$ cat src/rtl/epdp_pkg.sv
package epdp_pkg;

    typedef enum logic [2:0] {
        RA_INDEX = 3'd0,
        RA_CTRL  = 3'd1,
        RA_DATA  = 3'd2,
        RA_COUNT = 3'd3,
        RA_CFG   = 3'd4,
        RA_BLEN  = 3'd5
    } reg_addr_e;

    typedef struct packed {
        logic       setup;
        logic       dir_in;
        logic [3:0] ep;
    } index_t;

    typedef struct packed {
        logic ep_ok;
        logic in_sel;
        logic out_sel;
        logic wr_index;
        logic wr_cfg;
        logic wr_blen;
        logic data_wr;
        logic data_rd;
        logic validate;
        logic clear;
        logic stall_set;
        logic stall_clr;
        logic status;
        logic dstage;
    } cmd_t;

    localparam int CB_STALL   = 0;
    localparam int CB_STATUS  = 1;
    localparam int CB_DSTAGE  = 2;
    localparam int CB_VALID   = 3;
    localparam int CB_CLEAR   = 4;
    localparam int CB_UNSTALL = 5;

endpackage

$ cat src/rtl/epdp_ram.sv
module epdp_ram #(
    parameter int WORDS = 32,
    localparam int AW = $clog2(WORDS)
) (
    input  logic          clk,
    input  logic          we,
    input  logic [AW-1:0] waddr,
    input  logic [15:0]   wdata,
    input  logic [AW-1:0] raddr,
    output logic [15:0]   rdata
);
    logic [15:0] mem [WORDS];

    always_ff @(posedge clk) begin
        if (we) mem[waddr] <= wdata;
    end

    assign rdata = mem[raddr];
endmodule

$ cat src/rtl/epdp_decode.sv
module epdp_decode
    import epdp_pkg::*;
#(
    parameter int NUM_EP = 4,
    localparam int EPW = (NUM_EP > 1) ? $clog2(NUM_EP) : 1
) (
    input  logic              reg_wr,
    input  logic              reg_rd,
    input  logic [2:0]        reg_addr,
    input  logic [5:0]        ctrl_bits,
    input  index_t            idx,
    input  logic [NUM_EP-1:0] ep_en,
    output cmd_t              cmd
);
    logic ep_ok, en, ctrl_wr;

    always_comb begin
        ep_ok   = int'(idx.ep) < NUM_EP;
        en      = ep_ok && ep_en[idx.ep[EPW-1:0]];
        ctrl_wr = reg_wr && (reg_addr == RA_CTRL);

        cmd           = '0;
        cmd.ep_ok     = ep_ok;
        cmd.in_sel    = !idx.setup && idx.dir_in && en;
        cmd.out_sel   = idx.setup || (!idx.dir_in && en);
        cmd.wr_index  = reg_wr && (reg_addr == RA_INDEX);
        cmd.wr_cfg    = reg_wr && (reg_addr == RA_CFG) && ep_ok;
        cmd.wr_blen   = reg_wr && (reg_addr == RA_BLEN) && ep_ok;
        cmd.data_wr   = reg_wr && (reg_addr == RA_DATA);
        cmd.data_rd   = reg_rd && (reg_addr == RA_DATA);
        cmd.validate  = ctrl_wr && ctrl_bits[CB_VALID];
        cmd.clear     = ctrl_wr && ctrl_bits[CB_CLEAR];
        cmd.stall_set = ctrl_wr && ctrl_bits[CB_STALL] && ep_ok;
        cmd.stall_clr = ctrl_wr && ctrl_bits[CB_UNSTALL] && ep_ok;
        cmd.status    = ctrl_wr && ctrl_bits[CB_STATUS] && ep_ok;
        cmd.dstage    = ctrl_wr && ctrl_bits[CB_DSTAGE] && ep_ok;
    end
endmodule

$ cat src/rtl/epdp_top.sv
module epdp_top
    import epdp_pkg::*;
#(
    parameter int NUM_EP    = 4,
    parameter int BUF_BYTES = 64,
    localparam int WORDS = BUF_BYTES / 2,
    localparam int AW    = $clog2(WORDS),
    localparam int BW    = $clog2(BUF_BYTES + 1),
    localparam int NOUT  = NUM_EP + 1,
    localparam int SLOTW = $clog2(NOUT),
    localparam int EPW   = (NUM_EP > 1) ? $clog2(NUM_EP) : 1
) (
    input  logic             clk,
    input  logic             rst_n,
    input  logic             reg_wr,
    input  logic             reg_rd,
    input  logic [2:0]       reg_addr,
    input  logic [15:0]      reg_wdata,
    output logic [15:0]      reg_rdata,
    input  logic             eng_out_we,
    input  logic [SLOTW-1:0] eng_out_slot,
    input  logic [AW-1:0]    eng_out_addr,
    input  logic [15:0]      eng_out_wdata,
    input  logic             eng_out_commit,
    input  logic [BW-1:0]    eng_out_len,
    input  logic [EPW-1:0]   eng_in_slot,
    input  logic [AW-1:0]    eng_in_addr,
    output logic [15:0]      eng_in_rdata,
    output logic [BW-1:0]    eng_in_len,
    input  logic             eng_in_ack,
    output logic [NUM_EP-1:0] in_full,
    output logic [NOUT-1:0]  out_full,
    output logic [NUM_EP-1:0] stall,
    output logic             status_pulse,
    output logic             dstage_pulse,
    output logic [3:0]       pulse_ep
);
    typedef struct packed {
        index_t                        idx;
        logic [NUM_EP-1:0][BW-1:0]     mps;
        logic [NUM_EP-1:0][1:0]        typ;
        logic [NUM_EP-1:0]             dbl;
        logic [NUM_EP-1:0]             en;
        logic [NUM_EP-1:0]             noempty;
        logic [NUM_EP-1:0][BW-1:0]     blen;
        logic [NUM_EP-1:0][BW-1:0]     in_cnt;
        logic [NUM_EP-1:0][BW-1:0]     in_len;
        logic [NUM_EP-1:0]             in_full;
        logic [NOUT-1:0][BW-1:0]       out_rptr;
        logic [NOUT-1:0][BW-1:0]       out_rem;
        logic [NOUT-1:0]               out_full;
        logic [NUM_EP-1:0]             stall;
        logic                          st_p;
        logic                          ds_p;
        logic [3:0]                    p_ep;
    } state_t;

    state_t s_q, s_d;
    cmd_t   cmd;

    logic [EPW-1:0]          e;
    logic [SLOTW-1:0]        oslot;
    logic                    in_we;
    logic [BW-1:0]           nxt_cnt;
    logic [NUM_EP-1:0][15:0] in_rd;
    logic [NOUT-1:0][15:0]   out_rd;

    epdp_decode #(.NUM_EP(NUM_EP)) u_decode (
        .reg_wr    (reg_wr),
        .reg_rd    (reg_rd),
        .reg_addr  (reg_addr),
        .ctrl_bits (reg_wdata[5:0]),
        .idx       (s_q.idx),
        .ep_en     (s_q.en),
        .cmd       (cmd)
    );

    assign e     = s_q.idx.ep[EPW-1:0];
    assign oslot = s_q.idx.setup ? SLOTW'(NUM_EP) : SLOTW'(s_q.idx.ep[EPW-1:0]);
    assign in_we = cmd.data_wr && cmd.in_sel && !s_q.in_full[e];

    genvar g;
    generate
        for (g = 0; g < NUM_EP; g++) begin : g_in
            epdp_ram #(.WORDS(WORDS)) u_in_ram (
                .clk   (clk),
                .we    (in_we && (e == EPW'(g))),
                .waddr (s_q.in_cnt[g][AW:1]),
                .wdata (reg_wdata),
                .raddr (eng_in_addr),
                .rdata (in_rd[g])
            );
        end
        for (g = 0; g < NOUT; g++) begin : g_out
            epdp_ram #(.WORDS(WORDS)) u_out_ram (
                .clk   (clk),
                .we    (eng_out_we && (eng_out_slot == SLOTW'(g))),
                .waddr (eng_out_addr),
                .wdata (eng_out_wdata),
                .raddr (s_q.out_rptr[g][AW:1]),
                .rdata (out_rd[g])
            );
        end
    endgenerate

    always_comb begin
        s_d      = s_q;
        s_d.st_p = cmd.status;
        s_d.ds_p = cmd.dstage;
        s_d.p_ep = (cmd.status || cmd.dstage) ? s_q.idx.ep : 4'd0;
        nxt_cnt  = s_q.in_cnt[e] + BW'(2);

        if (eng_in_ack) s_d.in_full[eng_in_slot] = 1'b0;

        if (cmd.wr_index) s_d.idx = index_t'(reg_wdata[5:0]);
        if (cmd.wr_cfg) begin
            s_d.mps[e]     = reg_wdata[BW-1:0];
            s_d.typ[e]     = reg_wdata[12:11];
            s_d.dbl[e]     = reg_wdata[13];
            s_d.en[e]      = reg_wdata[14];
            s_d.noempty[e] = reg_wdata[15];
        end
        if (cmd.wr_blen) s_d.blen[e] = reg_wdata[BW-1:0];

        if (in_we) begin
            if (nxt_cnt >= s_q.mps[e]) begin
                s_d.in_full[e] = 1'b1;
                s_d.in_len[e]  = s_q.mps[e];
                s_d.in_cnt[e]  = '0;
            end else begin
                s_d.in_cnt[e]  = nxt_cnt;
            end
        end

        if (cmd.validate && cmd.in_sel && !s_q.in_full[e]
            && !(s_q.blen[e] == '0 && s_q.noempty[e])) begin
            s_d.in_full[e] = 1'b1;
            s_d.in_len[e]  = s_q.blen[e];
            s_d.in_cnt[e]  = '0;
        end

        if (cmd.data_rd && cmd.out_sel && s_q.out_full[oslot]) begin
            if (s_q.out_rem[oslot] <= BW'(2)) begin
                s_d.out_full[oslot] = 1'b0;
                s_d.out_rptr[oslot] = '0;
                s_d.out_rem[oslot]  = '0;
            end else begin
                s_d.out_rptr[oslot] = s_q.out_rptr[oslot] + BW'(2);
                s_d.out_rem[oslot]  = s_q.out_rem[oslot] - BW'(2);
            end
        end

        if (cmd.clear && cmd.in_sel) begin
            s_d.in_full[e] = 1'b0;
            s_d.in_cnt[e]  = '0;
        end
        if (cmd.clear && cmd.out_sel) begin
            s_d.out_full[oslot] = 1'b0;
            s_d.out_rptr[oslot] = '0;
            s_d.out_rem[oslot]  = '0;
        end

        if (cmd.stall_set) s_d.stall[e] = 1'b1;
        if (cmd.stall_clr) s_d.stall[e] = 1'b0;

        if (eng_out_commit) begin
            s_d.out_full[eng_out_slot] = 1'b1;
            s_d.out_rem[eng_out_slot]  = eng_out_len;
            s_d.out_rptr[eng_out_slot] = '0;
        end
    end

    always_ff @(posedge clk) begin
        if (!rst_n) begin
            s_q <= '0;
            for (int i = 0; i < NUM_EP; i++) s_q.mps[i] <= BW'(BUF_BYTES);
        end else begin
            s_q <= s_d;
        end
    end

    always_comb begin
        reg_rdata = '0;
        case (reg_addr)
            RA_INDEX: reg_rdata = {10'd0, s_q.idx};
            RA_CTRL:  reg_rdata = {15'd0, cmd.ep_ok && s_q.stall[e]};
            RA_DATA:  reg_rdata = (cmd.out_sel && s_q.out_full[oslot]) ? out_rd[oslot] : 16'd0;
            RA_COUNT: reg_rdata = cmd.in_sel  ? 16'(s_q.in_cnt[e]) :
                                  cmd.out_sel ? 16'(s_q.out_rem[oslot]) : 16'd0;
            RA_CFG:   reg_rdata = cmd.ep_ok ? {s_q.noempty[e], s_q.en[e], s_q.dbl[e],
                                               s_q.typ[e], 11'(s_q.mps[e])} : 16'd0;
            RA_BLEN:  reg_rdata = cmd.ep_ok ? 16'(s_q.blen[e]) : 16'd0;
            default:  reg_rdata = '0;
        endcase
    end

    assign eng_in_rdata = in_rd[eng_in_slot];
    assign eng_in_len   = s_q.in_len[eng_in_slot];
    assign in_full      = s_q.in_full;
    assign out_full     = s_q.out_full;
    assign stall        = s_q.stall;
    assign status_pulse = s_q.st_p;
    assign dstage_pulse = s_q.ds_p;
    assign pulse_ep     = s_q.p_ep;
endmodule

$ cat config.mk
export PLATFORM = sky130hd
export DESIGN_NAME = epdp_top
export DESIGN_NICKNAME = d
export VERILOG_FILES = /design/src/rtl/epdp_pkg.sv /design/src/rtl/epdp_ram.sv /design/src/rtl/epdp_decode.sv /design/src/rtl/epdp_top.sv
export SDC_FILE = /design/constraint.sdc
export NUM_CORES = 2
export LEC_CHECK = 0
export ABC_CLOCK_PERIOD_IN_PS = 5800
export BUFFER_PORTS_ARGS = -buffer_cell sky130_fd_sc_hd__buf_2
export CAP_MARGIN = 10
export CORE_MARGIN = 2
export CORE_UTILIZATION = 45
export DETAILED_ROUTE_END_ITERATION = 6
export GPL_ROUTABILITY_DRIVEN = 0
export PLACE_DENSITY = 0.7
export SLEW_MARGIN = 20
export SYNTH_ARGS = -nofsm -noshare
export SYNTH_HDL_FRONTEND = slang
export SYNTH_MEMORY_MAX_BITS = 65536
export SYNTH_SLANG_ARGS = --single-unit
$ cat constraint.sdc
create_clock -name clk -period 5.8 [get_ports clk]
set_input_delay 0.29 -clock clk [delete_from_list [all_inputs] [get_ports clk]]
set_output_delay 0.29 -clock clk [all_outputs]
set_load 0.02 [all_outputs]
; ---- Word level (Yosys, flattened, before mapping)
; Memory sizes are Yosys's and may differ from the RTL's. A register that Yosys moved wholly into a read port is not among the register bits.
; Index checks and enable logic that the tools add are counted.
[classes]
n_addsub = 3
bitwise_logic = 23
order_cmp = 11
muxes = 102
n_reduce_logical = 58
eq_ne = 12
[ops]
columns = operator, count
row1 = two-way mux 75 bit, 3
row2 = AND 35 bit, 5
row3 = bitwise mux 28 bit, 5
row4 = two-way mux 60 bit, 2
row5 = bitwise mux 35 bit, 3
row6 = case mux 16 bit (6 select lines), 1
row7 = AND 28 bit, 3
row8 = two-way mux 7 bit, 12
row9 = two-way mux 70 bit, 1
row10 = inverter 35 bit, 2
row11 = two-way mux 16 bit, 4
row12 = binary-select mux 7 bit (select 2 bit), 4
row13 = two-way mux 28 bit, 2
row14 = binary-select mux 16 bit (select 3 bit), 1
row15 = logical AND 1 bit, 47
row16 = binary-select mux 7 bit (select 3 bit), 2
row17 = demux 7 bit (select 3 bit), 2
row18 = binary-select mux 16 bit (select 2 bit), 1
row19 = two-way mux 32 bit, 1
row20 = two-way mux 5 bit, 6
row21 = two-way mux 1 bit, 28
row22 = inverter 28 bit, 1
row23 = two-way mux 4 bit, 4
row24 = "adder 7 x 2 -> 7 bit, second input constant", 2
row25 = 36 further kinds, 67
[totals]
out_inout_bits = 58
regBits = 227
input_bits = 64
memories = 9
ramBits = 4608
[memory_table]
columns = name, depth, width, rd, rd_clocked_by_memory_dff, write_ports, line_no
row1 = g_in[0].u_in_ram.mem, 32, 16, 1, 0, 1, epdp_ram.sv:12  ; logic [15:0] mem [WORDS];
row2 = g_in[1].u_in_ram.mem, 32, 16, 1, 0, 1, epdp_ram.sv:12
row3 = g_in[2].u_in_ram.mem, 32, 16, 1, 0, 1, epdp_ram.sv:12
row4 = g_in[3].u_in_ram.mem, 32, 16, 1, 0, 1, epdp_ram.sv:12
row5 = g_out[0].u_out_ram.mem, 32, 16, 1, 1, 1, epdp_ram.sv:12
row6 = g_out[1].u_out_ram.mem, 32, 16, 1, 1, 1, epdp_ram.sv:12
row7 = +3 memories, --, --, --, --, --, --

; ---- Longest topological paths before layout
[logic_depth]
depth_word = 14
depth_mapped = 16
ltp_nobuf = 11

; ---- By module
; Synthesis repeated with hierarchy kept, for this count alone.
[hier_totals]
hier_cells = 11492
hier_area_um2 = 194345.1
[modules_own_cells]
columns = module, n_inst, area_per_inst_um2, cells_per_inst, seq_area_each_um2
row1 = epdp_ram (g_in[1].u_in_ram ...), 8, 20215.6, 1127, 15374.7
row2 = epdp_ram (g_in[0].u_in_ram), 1, 20214.4, 1127, 15374.7
row3 = epdp_top, 1, 12205.5, 1326, 4344.2
row4 = epdp_decode, 1, 200.2, 23, 0.0

; ---- Worst setup path before layout
; Ideal clock, no wire load.
[synth_path]
path_type = register -> register
start = reg s_q (netlist bit e[1])
end = reg s_q[113] in the netlist's numbering
setup_ns = 0.120
t_arrival_ns = 3.471
path_stages_with_launch = 17
required_time_ns = 5.680
path_buffers = 6
slack_ns = 2.209
synth_period_minus_slack_ns = 3.591
path_cell_list = dfxtp_1 -> buf_2 -> buf_2 -> buf_2 -> buf_2 -> buf_1 -> mux4_2 -> inv_1 -> ha_1 -> nand2b_1 -> a21o_1 -> a21oi_1 -> o211ai_1 -> nand3_2 -> buf_2 -> and3_1 -> o31a_1
[synth_between]
elab_chain_cells = 9
elab_cells_between_ends = 36
cone_classes = add/sub (1) / order compare (4) / mux (19) / reduce/logical (12)
[synth_lines]
columns = element, line_no
row1 = from (decl), epdp_top.sv:58  ; state_t s_q, s_d;
row2 = from (signal assigned), epdp_top.sv:175  ; s_q <= '0;
row3 = from (signal assigned), epdp_top.sv:178  ; s_q <= s_d;
row4 = branches (longest 8 deep; another with adder 7 x 2 -> 7 bit), --
row5 = two-way mux 60 bit (*), epdp_top.sv:135  ; if (cmd.validate && cmd.in_sel && !s_q.in_full[e]
; Every way passes the cells marked *. The select of a mux whose other input is x is not followed.
; A chain may end at the register's enable or synchronous reset.

; ---- Final worst setup path
[layout_path]
start = reg s_q (netlist bit e[1])
end = out reg_rdata[7]
[layout_between]
elab_chain_cells = 8
elab_cells_between_ends = 14
cone_classes = order compare (1) / mux (9) / reduce/logical (4)
[layout_lines]
columns = element, line_no
row1 = branches (longest 6 deep; another with less-than comparator 4 x 3 -> 1 bit), --
row2 = two-way mux 16 bit (*), epdp_top.sv:187  ; RA_DATA: reg_rdata = (cmd.out_sel && s_q.out_full[oslot]) ? out_rd[oslot] : 16'd0;
row3 = case mux 16 bit (6 select lines) (*), epdp_top.sv:184  ; case (reg_addr)
row4 = to (decl), epdp_top.sv:19  ; output logic [15:0] reg_rdata,
; Marks and branches as above.

==> flow_summary.ini <==
[setup_path]
cp_cell_sequence = nor4b_2 > nand2_1 > a221oi_1 > o21ai_0 > o21ai_0 > nor4_1 > a31oi_1 > buf_2
path_class = flip-flop to output pin
slowest_delay_ns = 0.92
startpoint_type = flip-flop
cp-endpoint = reg_rdata[7]
worstPathRequired_ns = 5.51
regToRegEndpoint = s_q[120]
rrSetupSlack_ns = 1.20
regToRegStartpoint = e[0]
cp-startpoint = e[1]
cp_max_fo = 41
r2r_cells = 10
crit_top_cell = o21ai_0
slowest_stage = nor4b_2
cp.arrival_ns = 5.46
cp-end-kind = output pin

[cells_and_area]
drive_gt1_share_pct = 28.6
area_growth_pct = 13.5
n_fill_cell = 31800
nets = 9356
final_cell_count_no_fill = 15200
utilization_pct = 51.2

[yosys]
ys_types = 85
postSynthRegisterBits = 4825
synth_edf_count = 4608
syn_inst = 8708
async_flop_share_pct = 0
synth_area_per_cell_um2 = 21.6
synth_mux_area_share_pct = 17.7
ys_warn_count = 0
syn_area_um2 = 188000
synth_xor_xnor_area_share_pct = 0.0420
synth_top_family_by_area = multiplexers
synth-simple-area-share_pct = 2.91
yosys.area_share.adder_pct = 0.0666
synth_compound_area_share_pct = 1.96
ys_seq_area_share_pct = 76.0
synth_ff_type = edfxtp_1

[floorplanning]
die-width_um = 650
core-area_um2 = 416000
dieArea_um2 = 423000
die_y_um = 650
start_util_pct = 45.1
pin_count = 122
rows = 237

[grt]
first_global_vias = 93200
antenna_found_initial = 34
grt_usage_pct = 23.0
grt_pass1_wl_mm = 702
grt-ovfl-total = 0
grt_max_degree = 125

[timing]
finalCritPeriodShare_pct = 99.1
fin_setup_tns_ns = 0
hold_ws_ns = 0.221
finClkSkew_ns = 0.0527
slew_headroom_pct = 15.7
hold_violations = 0
drv_slew = 0
worstMarginPinSlew_ns = 1.26
fmaxAchievable_ghz = 0.174
grt_setup_unrepaired = false
min_period_ns = 5.75
setup_violations = 0

[pwr]
vdd_ir_drop_max_mv = 0.310
p_total_w = 0.0705
p_leak_nw = 65.7
power_density_nw_per_um2 = 331

[route]
num_vias = 94600
antenna_left = 0
wl_met2_mm = 237
drtIter0Drc = 15000
wl_met1_mm = 181
first_pass_iters = 7
post_drt_wl_per_cell_um = 32.6
wl_met3_mm = 53.2
top_layer_used = met5
via_per_inst = 6.23
remaining_drc_errors = 8
wl_mm = 495

[clock_network]
htreeDepth = 5
cts_buffers = 459
cts_tree = done
clk_path_buf_depth = 4
insertion_delay_ns = 1.04
clk_pin_slew_ns = 0.07
post_cts_buffers = 0
cts.sinks = 4825
cts_root_buffer = clkbuf_16

[place]
io_buffers = 121
hpwl_mm = 307
placed_cells = 14300

[hold_path]
hp-class = input port to flip-flop

[flow_run]
maxCapViolations = 0

[run_status]
status = complete, but fails checks
violations = DRC
[cell type report]
cell class                      count  area, µm²  share of cell area (%)
Inverter                           21       78.8                  0.0370
Clock buffer                      571      12200                    5.72
Clock inverter                    281       2950                    1.38
Antenna cell                        9       22.5                  0.0106
Tap cell                         5497       6880                    3.22
Sequential cell                  4825     143000                    66.9
Multi-Input combinational cell   3345      43100                    20.2
Timing Repair Buffer              630       5290                    2.48
[flip-flops by register name (all words and copies together) (netlist names), named ones only]
signal and cells:
g_out.u_out_ram.mem 2560, g_in.u_in_ram.mem 2048, dstage_pulse 1, status_pulse 1
in_full 4, pulse_ep 4, e 2, s_q 196
out_full 5
[Yosys cell counts, types with 10 or more instances]
master / number / share of area [%]
clkbuf_1: 232 / 0.46
nor3_1: 46 / 0.12
nor2_1: 529 / 1.1
a32oi_1: 26 / 0.12
or3b_2: 10 / 0.047
a221oi_1: 28 / 0.13
nand3_1: 82 / 0.22
nor4_1: 10 / 0.033
o32ai_1: 11 / 0.051
o211ai_1: 20 / 0.080
mux2i_1: 241 / 1.3
o31ai_1: 10 / 0.040
or3_1: 12 / 0.040
o31a_1: 29 / 0.14
and2_1: 12 / 0.040
a22oi_1: 65 / 0.26
dfxtp_1: 217 / 2.3
nand2_1: 236 / 0.47
buf_4: 39 / 0.16
a22o_1: 12 / 0.056
mux4_2: 1350 / 16
a211oi_1: 52 / 0.21
o21ai_0: 50 / 0.13
nor2b_1: 61 / 0.20
buf_2: 164 / 0.44
edfxtp_1: 4608 / 74
mux2_2: 39 / 0.23
inv_1: 20 / 0.040
o22ai_1: 83 / 0.28
nand2b_1: 18 / 0.060
nand4_1: 20 / 0.067
nand3b_1: 24 / 0.096
buf_6: 19 / 0.11
a21oi_1: 80 / 0.21
and3_1: 45 / 0.15
buf_1: 64 / 0.13
nor3b_1: 16 / 0.064
ha_1: 10 / 0.067
a31oi_1: 10 / 0.033
[logic make-up after synthesis]
family | Yosys count
compound gates | 525
xor+xnor | 9
fa+ha+maj | 10
buf+inv | 539
flops | 4825
mux | 1631
other cells | 1
simple gates | 1168
[layout by cell type (no fill, tap or decap), types with 24 or more instances in the layout]
| cell | count |
|---|---|
| a211oi_1 | 49 |
| a21oi_1 | 80 |
| a221oi_1 | 28 |
| a22oi_1 | 65 |
| a32oi_1 | 26 |
| and3_1 | 45 |
| buf_12 | 40 |
| buf_2 | 84 |
| buf_4 | 428 |
| bufinv_16 | 49 |
| clkbuf_1 | 95 |
| clkbuf_16 | 470 |
| clkinv_1 | 98 |
| clkinv_2 | 78 |
| dfxtp_1 | 199 |
| dlygate4sd3_1 | 55 |
| edfxtp_1 | 4608 |
| mux2_2 | 39 |
| mux2i_1 | 241 |
| mux4_2 | 1350 |
| nand2_1 | 235 |
| nand3_1 | 82 |
| nand3b_1 | 24 |
| nor2_1 | 461 |
| nor2_2 | 38 |
| nor2_4 | 34 |
| nor2b_1 | 61 |
| nor3_1 | 42 |
| o21ai_0 | 50 |
| o22ai_1 | 83 |
| o31a_1 | 29 |
[repair_timing]
| action | 4_1_cts | 5_1_grt |
|---|---|---|
| resized for setup | 0 | 1 |
| hold endpoints to repair | 1779 | 38 |
| hold buffers | 54 | 1 |
| setup endpoints to repair | 0 | 1 |
[power by group]
part | switching [W] | leakage, nW | total (W) | internal (W)
sequential | 0.0000229 | 43.2 | 0.0382 | 0.0382
combinational | 0.00151 | 15.2 | 0.00220 | 0.000696
clock | 0.0130 | 7.35 | 0.0301 | 0.0171
total | 0.0145 | 65.7 | 0.0705 | 0.0560
[worst min-delay path by stage]
stage | from | slack (ns) | to | depth (start not counted)
2_1_floorplan | reg_wdata[0] | 0.39 | g_in[0].u_in_ram.mem[0][0] | 0
3_3_place_gp | s_q[144] | 0.45 | s_q[144] | 2
3_5_place_dp | s_q[123] | 0.45 | s_q[123] | 2
4_1_cts | eng_out_wdata[14] | 0.03 | g_out[4].u_out_ram.mem[25][14] | 1
5_1_grt | reg_rd | 0.21 | s_q[81] | 6
6_report | reg_rd | 0.22 | s_q[81] | 6
[critical path: cells and delay by family, from the launching register on]
kind,cells,cell delay [ns]
buffers and inverters,1,0.32
AOI/OAI and AO/OA,4,1.87
DFF,1,0.56
and+or+nand+nor,3,1.68
[through the flow]
| step | instance area, µm² | setup slack [ns] |
|---|---|---|
| 2_1_floorplan | 188000 | 2.21 |
| 3_3_place_gp | 197000 | 1.02 |
| 3_5_place_dp | 197000 | 1.25 |
| 4_1_cts | 213000 | 0.151 |
| 5_1_grt | 213000 | 0.116 |
| 6_report | 213000 | 0.0534 |
[layer usage]
layer  vias to the layer above  track usage, %
li1                      37700               -
met2                      5845            36.8
met3                      1040            4.72
met4                        16            9.35
met1                     49900            31.1
met5                         -               0
Note: power is estimated with default switching activity, not from simulation.
